[src/rtl/sb_pkg.sv]
package sb_pkg;
  localparam int NUM_THR = 2;

  typedef logic tid_t;

  typedef enum logic [1:0] {
    FWD_NONE  = 2'd0,
    FWD_HIT   = 2'd1,
    FWD_BLOCK = 2'd2
  } fwd_res_e;
endpackage

[src/rtl/sb_half.sv]
module sb_half #(
  parameter int DEPTH  = 4,
  parameter int ADDR_W = 16,
  parameter int DATA_W = 32,
  localparam int BYTES = DATA_W / 8,
  localparam int IW    = $clog2(DEPTH),
  localparam int PW    = IW + 1
) (
  input  logic              clk,
  input  logic              rst_n,
  input  logic              alloc_en,
  output logic              full,
  output logic [IW-1:0]     alloc_slot,
  input  logic              sta_en,
  input  logic [IW-1:0]     sta_slot,
  input  logic [ADDR_W-1:0] sta_addr,
  input  logic [BYTES-1:0]  sta_mask,
  input  logic              std_en,
  input  logic [IW-1:0]     std_slot,
  input  logic [DATA_W-1:0] std_data,
  input  logic              ret_en,
  input  logic              flush_en,
  input  logic              com_en,
  output logic              head_req,
  output logic [ADDR_W-1:0] head_addr,
  output logic [BYTES-1:0]  head_mask,
  output logic [DATA_W-1:0] head_data,
  input  logic [PW-1:0]     ld_tail,
  input  logic [ADDR_W-1:0] ld_addr,
  input  logic [BYTES-1:0]  ld_mask,
  output sb_pkg::fwd_res_e  fwd_res,
  output logic [DATA_W-1:0] fwd_data
);
  logic [PW-1:0]     alloc_p, ret_p, com_p, ret_nxt, used, ld_dist;
  logic [DEPTH-1:0]  has_a, has_d;
  logic [ADDR_W-1:0] addr_q [DEPTH];
  logic [BYTES-1:0]  mask_q [DEPTH];
  logic [DATA_W-1:0] data_q [DEPTH];
  logic [IW-1:0]     head_i, scan_i, pick_i;
  logic              pick_ok, ret_ok;

  assign used       = alloc_p - com_p;
  assign full       = (used == PW'(DEPTH));
  assign alloc_slot = alloc_p[IW-1:0];
  assign head_i     = com_p[IW-1:0];
  assign head_req   = (com_p != ret_p) && has_a[head_i] && has_d[head_i];
  assign head_addr  = addr_q[head_i];
  assign head_mask  = mask_q[head_i];
  assign head_data  = data_q[head_i];
  assign ret_ok     = ret_en && (ret_p != alloc_p);
  assign ret_nxt    = ret_p + PW'(ret_ok);

  always_ff @(posedge clk) begin
    if (!rst_n) begin
      alloc_p <= '0;
      ret_p   <= '0;
      com_p   <= '0;
      has_a   <= '0;
      has_d   <= '0;
    end else begin
      if (alloc_en) begin
        has_a[alloc_slot] <= 1'b0;
        has_d[alloc_slot] <= 1'b0;
        alloc_p <= alloc_p + PW'(1);
      end
      if (sta_en) has_a[sta_slot] <= 1'b1;
      if (std_en) has_d[std_slot] <= 1'b1;
      ret_p <= ret_nxt;
      if (flush_en) alloc_p <= ret_nxt;
      if (com_en) com_p <= com_p + PW'(1);
    end
  end

  always_ff @(posedge clk) begin
    if (sta_en) begin
      addr_q[sta_slot] <= sta_addr;
      mask_q[sta_slot] <= sta_mask;
    end
    if (std_en) data_q[std_slot] <= std_data;
  end

  // Scan from oldest to youngest; a later match overrides an earlier one.
  assign ld_dist = ld_tail - com_p;
  always_comb begin
    pick_ok = 1'b0;
    pick_i  = '0;
    scan_i  = '0;
    for (int k = 0; k < DEPTH; k++) begin
      scan_i = head_i + IW'(k);
      if ((PW'(k) < ld_dist) && has_a[scan_i] && (addr_q[scan_i] == ld_addr) &&
          ((mask_q[scan_i] & ld_mask) != '0)) begin
        pick_ok = 1'b1;
        pick_i  = scan_i;
      end
    end
  end

  always_comb begin
    fwd_res  = sb_pkg::FWD_NONE;
    fwd_data = data_q[pick_i];
    if (pick_ok) begin
      if (has_d[pick_i] && ((mask_q[pick_i] & ld_mask) == ld_mask))
        fwd_res = sb_pkg::FWD_HIT;
      else
        fwd_res = sb_pkg::FWD_BLOCK;
    end
  end
endmodule

[src/rtl/sb_commit_arb.sv]
module sb_commit_arb (
  input  logic       clk,
  input  logic       rst_n,
  input  logic [1:0] req,
  input  logic       ready,
  output logic       valid,
  output logic       gnt
);
  logic last_q, lock_q, lock_tid_q, pick;

  assign pick  = (req == 2'b11) ? ~last_q : req[1];
  assign gnt   = lock_q ? lock_tid_q : pick;
  assign valid = |req;

  always_ff @(posedge clk) begin
    if (!rst_n) begin
      last_q     <= 1'b1;
      lock_q     <= 1'b0;
      lock_tid_q <= 1'b0;
    end else if (valid && ready) begin
      last_q <= gnt;
      lock_q <= 1'b0;
    end else if (valid) begin
      lock_q     <= 1'b1;
      lock_tid_q <= gnt;
    end
  end
endmodule

[src/rtl/smt_store_buffer.sv]
module smt_store_buffer #(
  parameter int DEPTH  = 4,
  parameter int ADDR_W = 16,
  parameter int DATA_W = 32,
  localparam int BYTES = DATA_W / 8,
  localparam int IW    = $clog2(DEPTH),
  localparam int PW    = IW + 1
) (
  input  logic              clk,
  input  logic              rst_n,
  input  logic              alloc_valid,
  input  logic              alloc_tid,
  output logic              alloc_ready,
  output logic [IW-1:0]     alloc_idx,
  input  logic              sta_valid,
  input  logic              sta_tid,
  input  logic [IW-1:0]     sta_idx,
  input  logic [ADDR_W-1:0] sta_addr,
  input  logic [BYTES-1:0]  sta_mask,
  input  logic              std_valid,
  input  logic              std_tid,
  input  logic [IW-1:0]     std_idx,
  input  logic [DATA_W-1:0] std_data,
  input  logic              ret_valid,
  input  logic              ret_tid,
  input  logic              flush_valid,
  input  logic              flush_tid,
  input  logic              ld_valid,
  input  logic              ld_tid,
  input  logic [PW-1:0]     ld_tail,
  input  logic [ADDR_W-1:0] ld_addr,
  input  logic [BYTES-1:0]  ld_mask,
  output logic              ld_hit,
  output logic              ld_block,
  output logic [DATA_W-1:0] ld_data,
  output logic              cw_valid,
  input  logic              cw_ready,
  output logic              cw_tid,
  output logic [ADDR_W-1:0] cw_addr,
  output logic [BYTES-1:0]  cw_mask,
  output logic [DATA_W-1:0] cw_data
);
  import sb_pkg::*;

  logic [NUM_THR-1:0] h_full, h_req, h_alloc, h_com;
  logic [IW-1:0]      h_slot  [NUM_THR];
  logic [ADDR_W-1:0]  h_addr  [NUM_THR];
  logic [BYTES-1:0]   h_mask  [NUM_THR];
  logic [DATA_W-1:0]  h_data  [NUM_THR];
  logic [DATA_W-1:0]  h_fdata [NUM_THR];
  fwd_res_e           h_fres  [NUM_THR];
  logic               gnt;

  assign alloc_ready = !h_full[alloc_tid] && !(flush_valid && (flush_tid == alloc_tid));
  assign alloc_idx   = h_slot[alloc_tid];

  for (genvar t = 0; t < NUM_THR; t++) begin : g_half
    assign h_alloc[t] = alloc_valid && alloc_ready && (alloc_tid == tid_t'(t));
    assign h_com[t]   = cw_valid && cw_ready && (gnt == tid_t'(t));

    sb_half #(.DEPTH(DEPTH), .ADDR_W(ADDR_W), .DATA_W(DATA_W)) half_i (
      .clk        (clk),
      .rst_n      (rst_n),
      .alloc_en   (h_alloc[t]),
      .full       (h_full[t]),
      .alloc_slot (h_slot[t]),
      .sta_en     (sta_valid && (sta_tid == tid_t'(t))),
      .sta_slot   (sta_idx),
      .sta_addr   (sta_addr),
      .sta_mask   (sta_mask),
      .std_en     (std_valid && (std_tid == tid_t'(t))),
      .std_slot   (std_idx),
      .std_data   (std_data),
      .ret_en     (ret_valid && (ret_tid == tid_t'(t))),
      .flush_en   (flush_valid && (flush_tid == tid_t'(t))),
      .com_en     (h_com[t]),
      .head_req   (h_req[t]),
      .head_addr  (h_addr[t]),
      .head_mask  (h_mask[t]),
      .head_data  (h_data[t]),
      .ld_tail    (ld_tail),
      .ld_addr    (ld_addr),
      .ld_mask    (ld_mask),
      .fwd_res    (h_fres[t]),
      .fwd_data   (h_fdata[t])
    );
  end

  // Only the probing thread's half is consulted.
  assign ld_hit   = ld_valid && (h_fres[ld_tid] == FWD_HIT);
  assign ld_block = ld_valid && (h_fres[ld_tid] == FWD_BLOCK);
  assign ld_data  = ld_hit ? h_fdata[ld_tid] : '0;

  sb_commit_arb arb_i (
    .clk   (clk),
    .rst_n (rst_n),
    .req   (h_req),
    .ready (cw_ready),
    .valid (cw_valid),
    .gnt   (gnt)
  );

  assign cw_tid  = gnt;
  assign cw_addr = h_addr[gnt];
  assign cw_mask = h_mask[gnt];
  assign cw_data = h_data[gnt];
endmodule

[config.mk]
export PLATFORM = sky130hd
export DESIGN_NAME = smt_store_buffer
export DESIGN_NICKNAME = d
export VERILOG_FILES = /design/src/rtl/sb_pkg.sv /design/src/rtl/sb_half.sv /design/src/rtl/sb_commit_arb.sv /design/src/rtl/smt_store_buffer.sv
export SDC_FILE = /design/constraint.sdc
export NUM_CORES = 1
export LEC_CHECK = 0
export BUFFER_PORTS_ARGS = -buffer_cell sky130_fd_sc_hd__buf_2
export CAP_MARGIN = 20
export CORE_ASPECT_RATIO = 0.8
export CORE_MARGIN = 2
export CORE_UTILIZATION = 38
export CTS_BUF_LIST = sky130_fd_sc_hd__clkbuf_4
export DETAILED_ROUTE_END_ITERATION = 8
export GPL_TIMING_DRIVEN = 0
export PLACE_DENSITY_LB_ADDON = 0.15
export REMOVE_ABC_BUFFERS = 1
export SYNTH_ARGS = -nofsm -noshare
export SYNTH_HDL_FRONTEND = slang
export SYNTH_SLANG_ARGS = --single-unit
[constraint.sdc]
create_clock -name clk -period 7.1 [get_ports clk]
set_clock_uncertainty 0.2 [all_clocks]
set_input_delay 1.065 -clock clk [delete_from_list [all_inputs] [get_ports clk]]
set_output_delay 1.065 -clock clk [all_outputs]
set_load 0.05 [all_outputs]
==> run metrics <==
outcome complete, but fails checks; failing checks setup timing; wire per inst 29.8 um; die width around 310 um; worst-path fanout max 5; f_max 0.133 GHz; Hold Crit Class input pin to flip-flop; port bufs 184; Max Cap Violations 0; via/cell ratio about 6.2; cell area power density between 150 and 200 nW/um^2; Initial Util 0.383; Crit path arrival time roughly 6300 ps; Hold WS 97.7 ps; Pleak about 11 nW; met1 usage 0.399; number of enable flip-flop cells after synthesis around 420; dpl hpwl 65.6 mm; Total Wirelength roughly 110 mm; CTS tree yes; Reg2Reg Launch Point g_half[0].half_i.com_p[0]; crit path from g_half[0].half_i.com_p[0]; # setup viols final 34; largest area contributor in the netlist edfxtp_1; worst r2r path cells 13; clk_lat worst skew just over 1000 ps; mapped cell area between 20,000 and 30,000 um^2; first-pass GRT wire length 149 mm; DRT iter0 DRCs around 2,800; minimum clock period ~7500 ps; vias in the first global route 21,100; worst-margin pin slew 1060 ps; top cells by area, synth edfxtp_1 (44%), mux4_2 (14%), mux2i_1 (7.7%); Max Buffers Root-to-Sink 3; M2 GR Usage 0.387; total gr overflow 0; Synthesis Warnings 0; CTS clk-pin slew, worst paths 70 ps; Yosys cell types 84; WS Path Type flip-flop to primary output; kind of cell adding the most delay to the critical path compound AO/OA/AOI/OAI gates; Final Net Count about 2,500; Die Y 248 um; Worst Setup EP ld_data[6]; CP bufs+invs 8; pre-CTS WS -2370 ps; Seq cells post-synth between 400 and 500; H-tree depth 4; Worst path slowest cell mux4_2; fill count 6,550; Most Used Layer, Global Route met1; io pins 185; syn avg cell area 13.1 um^2; Placeable Area approximately 74,000 um^2; final setup margin -436 ps; Post-CTS Hold Fix Bufs 0; RSZ-0062 raised after global routing yes; Post-Synthesis Cells ~2,100; Power Total 6.21 mW; VDD IR max between 0.1 and 0.15 mV; period utilization 1.06; CP max stage delay slightly below 600 ps; CTS sink cnt approximately 460; clock buffer count from CTS roughly 140; via count approximately 22,000; Slew HR 0.289; gr usage total 0.273; reg-to-reg slack, setup 3500 ps; met3 usage 0.0775; initial antenna violation count 17; Final Max Slew Viols 0; largest net degree at the start of global routing 85; Initial DRT Pass Iterations 6; crit-path most repeated cell buf_6; DRC Markers 0; Layout area overhead 21.9%; post-synthesis sequential area ratio 0.473; Post-synth top flop edfxtp_1; R2R Path End g_half[0].half_i.alloc_p[2]; Crit path depth 21; Critical Path Sink Type primary output; worst-path cell chain buf_16 -> ha_4 -> buf_16 -> mux4_2 -> xnor2_4 -> nand4_1 -> a2111oi_4 -> nor4b_4 -> buf_6 -> buf_6 -> a21o_4 -> and3_4 -> a2111oi_4 -> a221o_1 -> mux2i_2 -> a32o_4 -> buf_12 -> buf_12 -> buf_6 -> o21a_1 -> buf_6; Worst Hold Launch sta_addr[8]; Root Buffer clkbuf_4; Setup crit start kind flip-flop; ANT nets after route 0; RePlAce Congestion a little under 0.9; share of layout cells above drive strength 1 0.352; die area around 76,000 um^2; Synth top area share 0.444; cell row count 89; Req. time, crit path between 5000 and 6000 ps; final hold viol count 0; Post-synth ARST share 0
-- where the power goes --
group | internal (mW) | switching, mW | total [mW]
combinational | 0.208 | 0.347 | 0.554
sequential | 3.02 | 0.0726 | 3.10
clock | 1.33 | 1.22 | 2.56
-- metal layers --
metal	wire, um	part of all wire	vias to the layer above
met5	64	0.00061	-
met4	2730	0.026	10
met3	11700	0.11	175
met2	45200	0.43	1294
met1	46000	0.44	11200
li1	-	-	9365
-- cell type report --
class                      count  area (um^2)  area share
clock inverter                42          280     0.00816
inverter                      34          130     0.00379
multi-input combinational   1483        14600       0.424
timing repair buffer         321         3300      0.0962
tap                         1001         1250      0.0365
sequential                   457        13300       0.389
antenna                       18         45.0     0.00131
clock buffer                 188         1410      0.0411
-- how the worst min path moves through the flow --
stage | to | cells past startpoint | slack (ps)
2_1_floorplan | g_half[0].half_i.has_d[2] | 2 | 270
3_3_place_gp | arb_i.lock_tid_q | 2 | 310
3_5_place_dp | arb_i.last_q | 2 | 330
4_1_cts | g_half[1].half_i.data_q[1][13] | 1 | 30
5_1_grt | g_half[1].half_i.data_q[1][13] | 1 | 2
6_report | g_half[1].half_i.addr_q[0][8] | 1 | 100
-- cell usage after synthesis, types with 54 or more instances --
cell,instances
edfxtp_1,416
mux2i_1,217
mux4_2,173
o21ai_0,138
xnor2_1,125
o22ai_1,106
clkbuf_1,104
mux2_2,96
o221ai_1,81
nand2_1,79
nor2_1,64
a21oi_1,54
-- cells in the final DEF (no fill, tap or decap), types with 19 or more instances in the layout --
| cell type | Yosys | layout |
|---|---|---|
| nand2_1 | 79 | 74 |
| inv_1 | 34 | 33 |
| dfxtp_1 | 41 | 33 |
| buf_6 | 6 | 52 |
| edfxtp_1 | 416 | 416 |
| xnor2_1 | 125 | 120 |
| xor2_1 | 47 | 47 |
| o21ai_0 | 138 | 137 |
| nand4_1 | 22 | 22 |
| mux2_2 | 96 | 96 |
| buf_2 | 42 | 150 |
| buf_16 | 0 | 24 |
| o21a_1 | 31 | 31 |
| nor2_1 | 64 | 52 |
| o22ai_1 | 106 | 105 |
| mux4_2 | 173 | 173 |
| clkinv_1 | 0 | 24 |
| nand3_1 | 19 | 19 |
| mux2i_1 | 217 | 216 |
| o221ai_1 | 81 | 81 |
| buf_12 | 0 | 29 |
| buf_4 | 11 | 53 |
| a21oi_1 | 54 | 53 |
| nand3b_1 | 19 | 19 |
| clkbuf_4 | 0 | 188 |
-- cell families (layout without fill, tap and decap cells) --
logic type,Yosys count,count (layout),share of synthesized area
other cells,0,18,0
flops,457,457,0.473
xor+xnor,174,174,0.0551
simple gates,282,289,0.0515
fa+ha+maj,22,22,0.0108
buf+inv,214,585,0.0335
compound gates,508,510,0.121
mux,488,488,0.255
-- sequential cells by signal, summed over array words and instances, names as in the netlist, named ones only --
name / flops
g_half.half_i.data_q: 256
g_half.half_i.addr_q: 128
g_half.half_i.com_p: 6
arb_i.last_q: 1
g_half.half_i.ret_p: 6
g_half.half_i.alloc_p: 6
g_half.half_i.mask_q: 32
arb_i.lock_tid_q: 1
g_half.half_i.has_d: 8
g_half.half_i.has_a: 8
arb_i.lock_q: 1
-- metrics by stage --
step | setup TNS, ps | cell area, um^2 | instances | util
after floorplan | -459180 | 27400 | 1965 | -
after global placement | -1255630 | 29500 | 3150 | 0.401
after detailed placement | -73860 | 30900 | 3205 | 0.420
after CTS | -12260 | 34200 | 3522 | 0.465
after global routing | -16840 | 34300 | 3537 | 0.466
final | -11900 | 34300 | 3544 | 0.466
-- what timing repair did --
item                       4_1_cts  5_1_grt
setup endpoints to repair       34       34
pin swaps                       21       11
cloned                          18        1
gates resized for setup        128       18
buffers inserted                69        6
(Power assumes the default switching activity.)
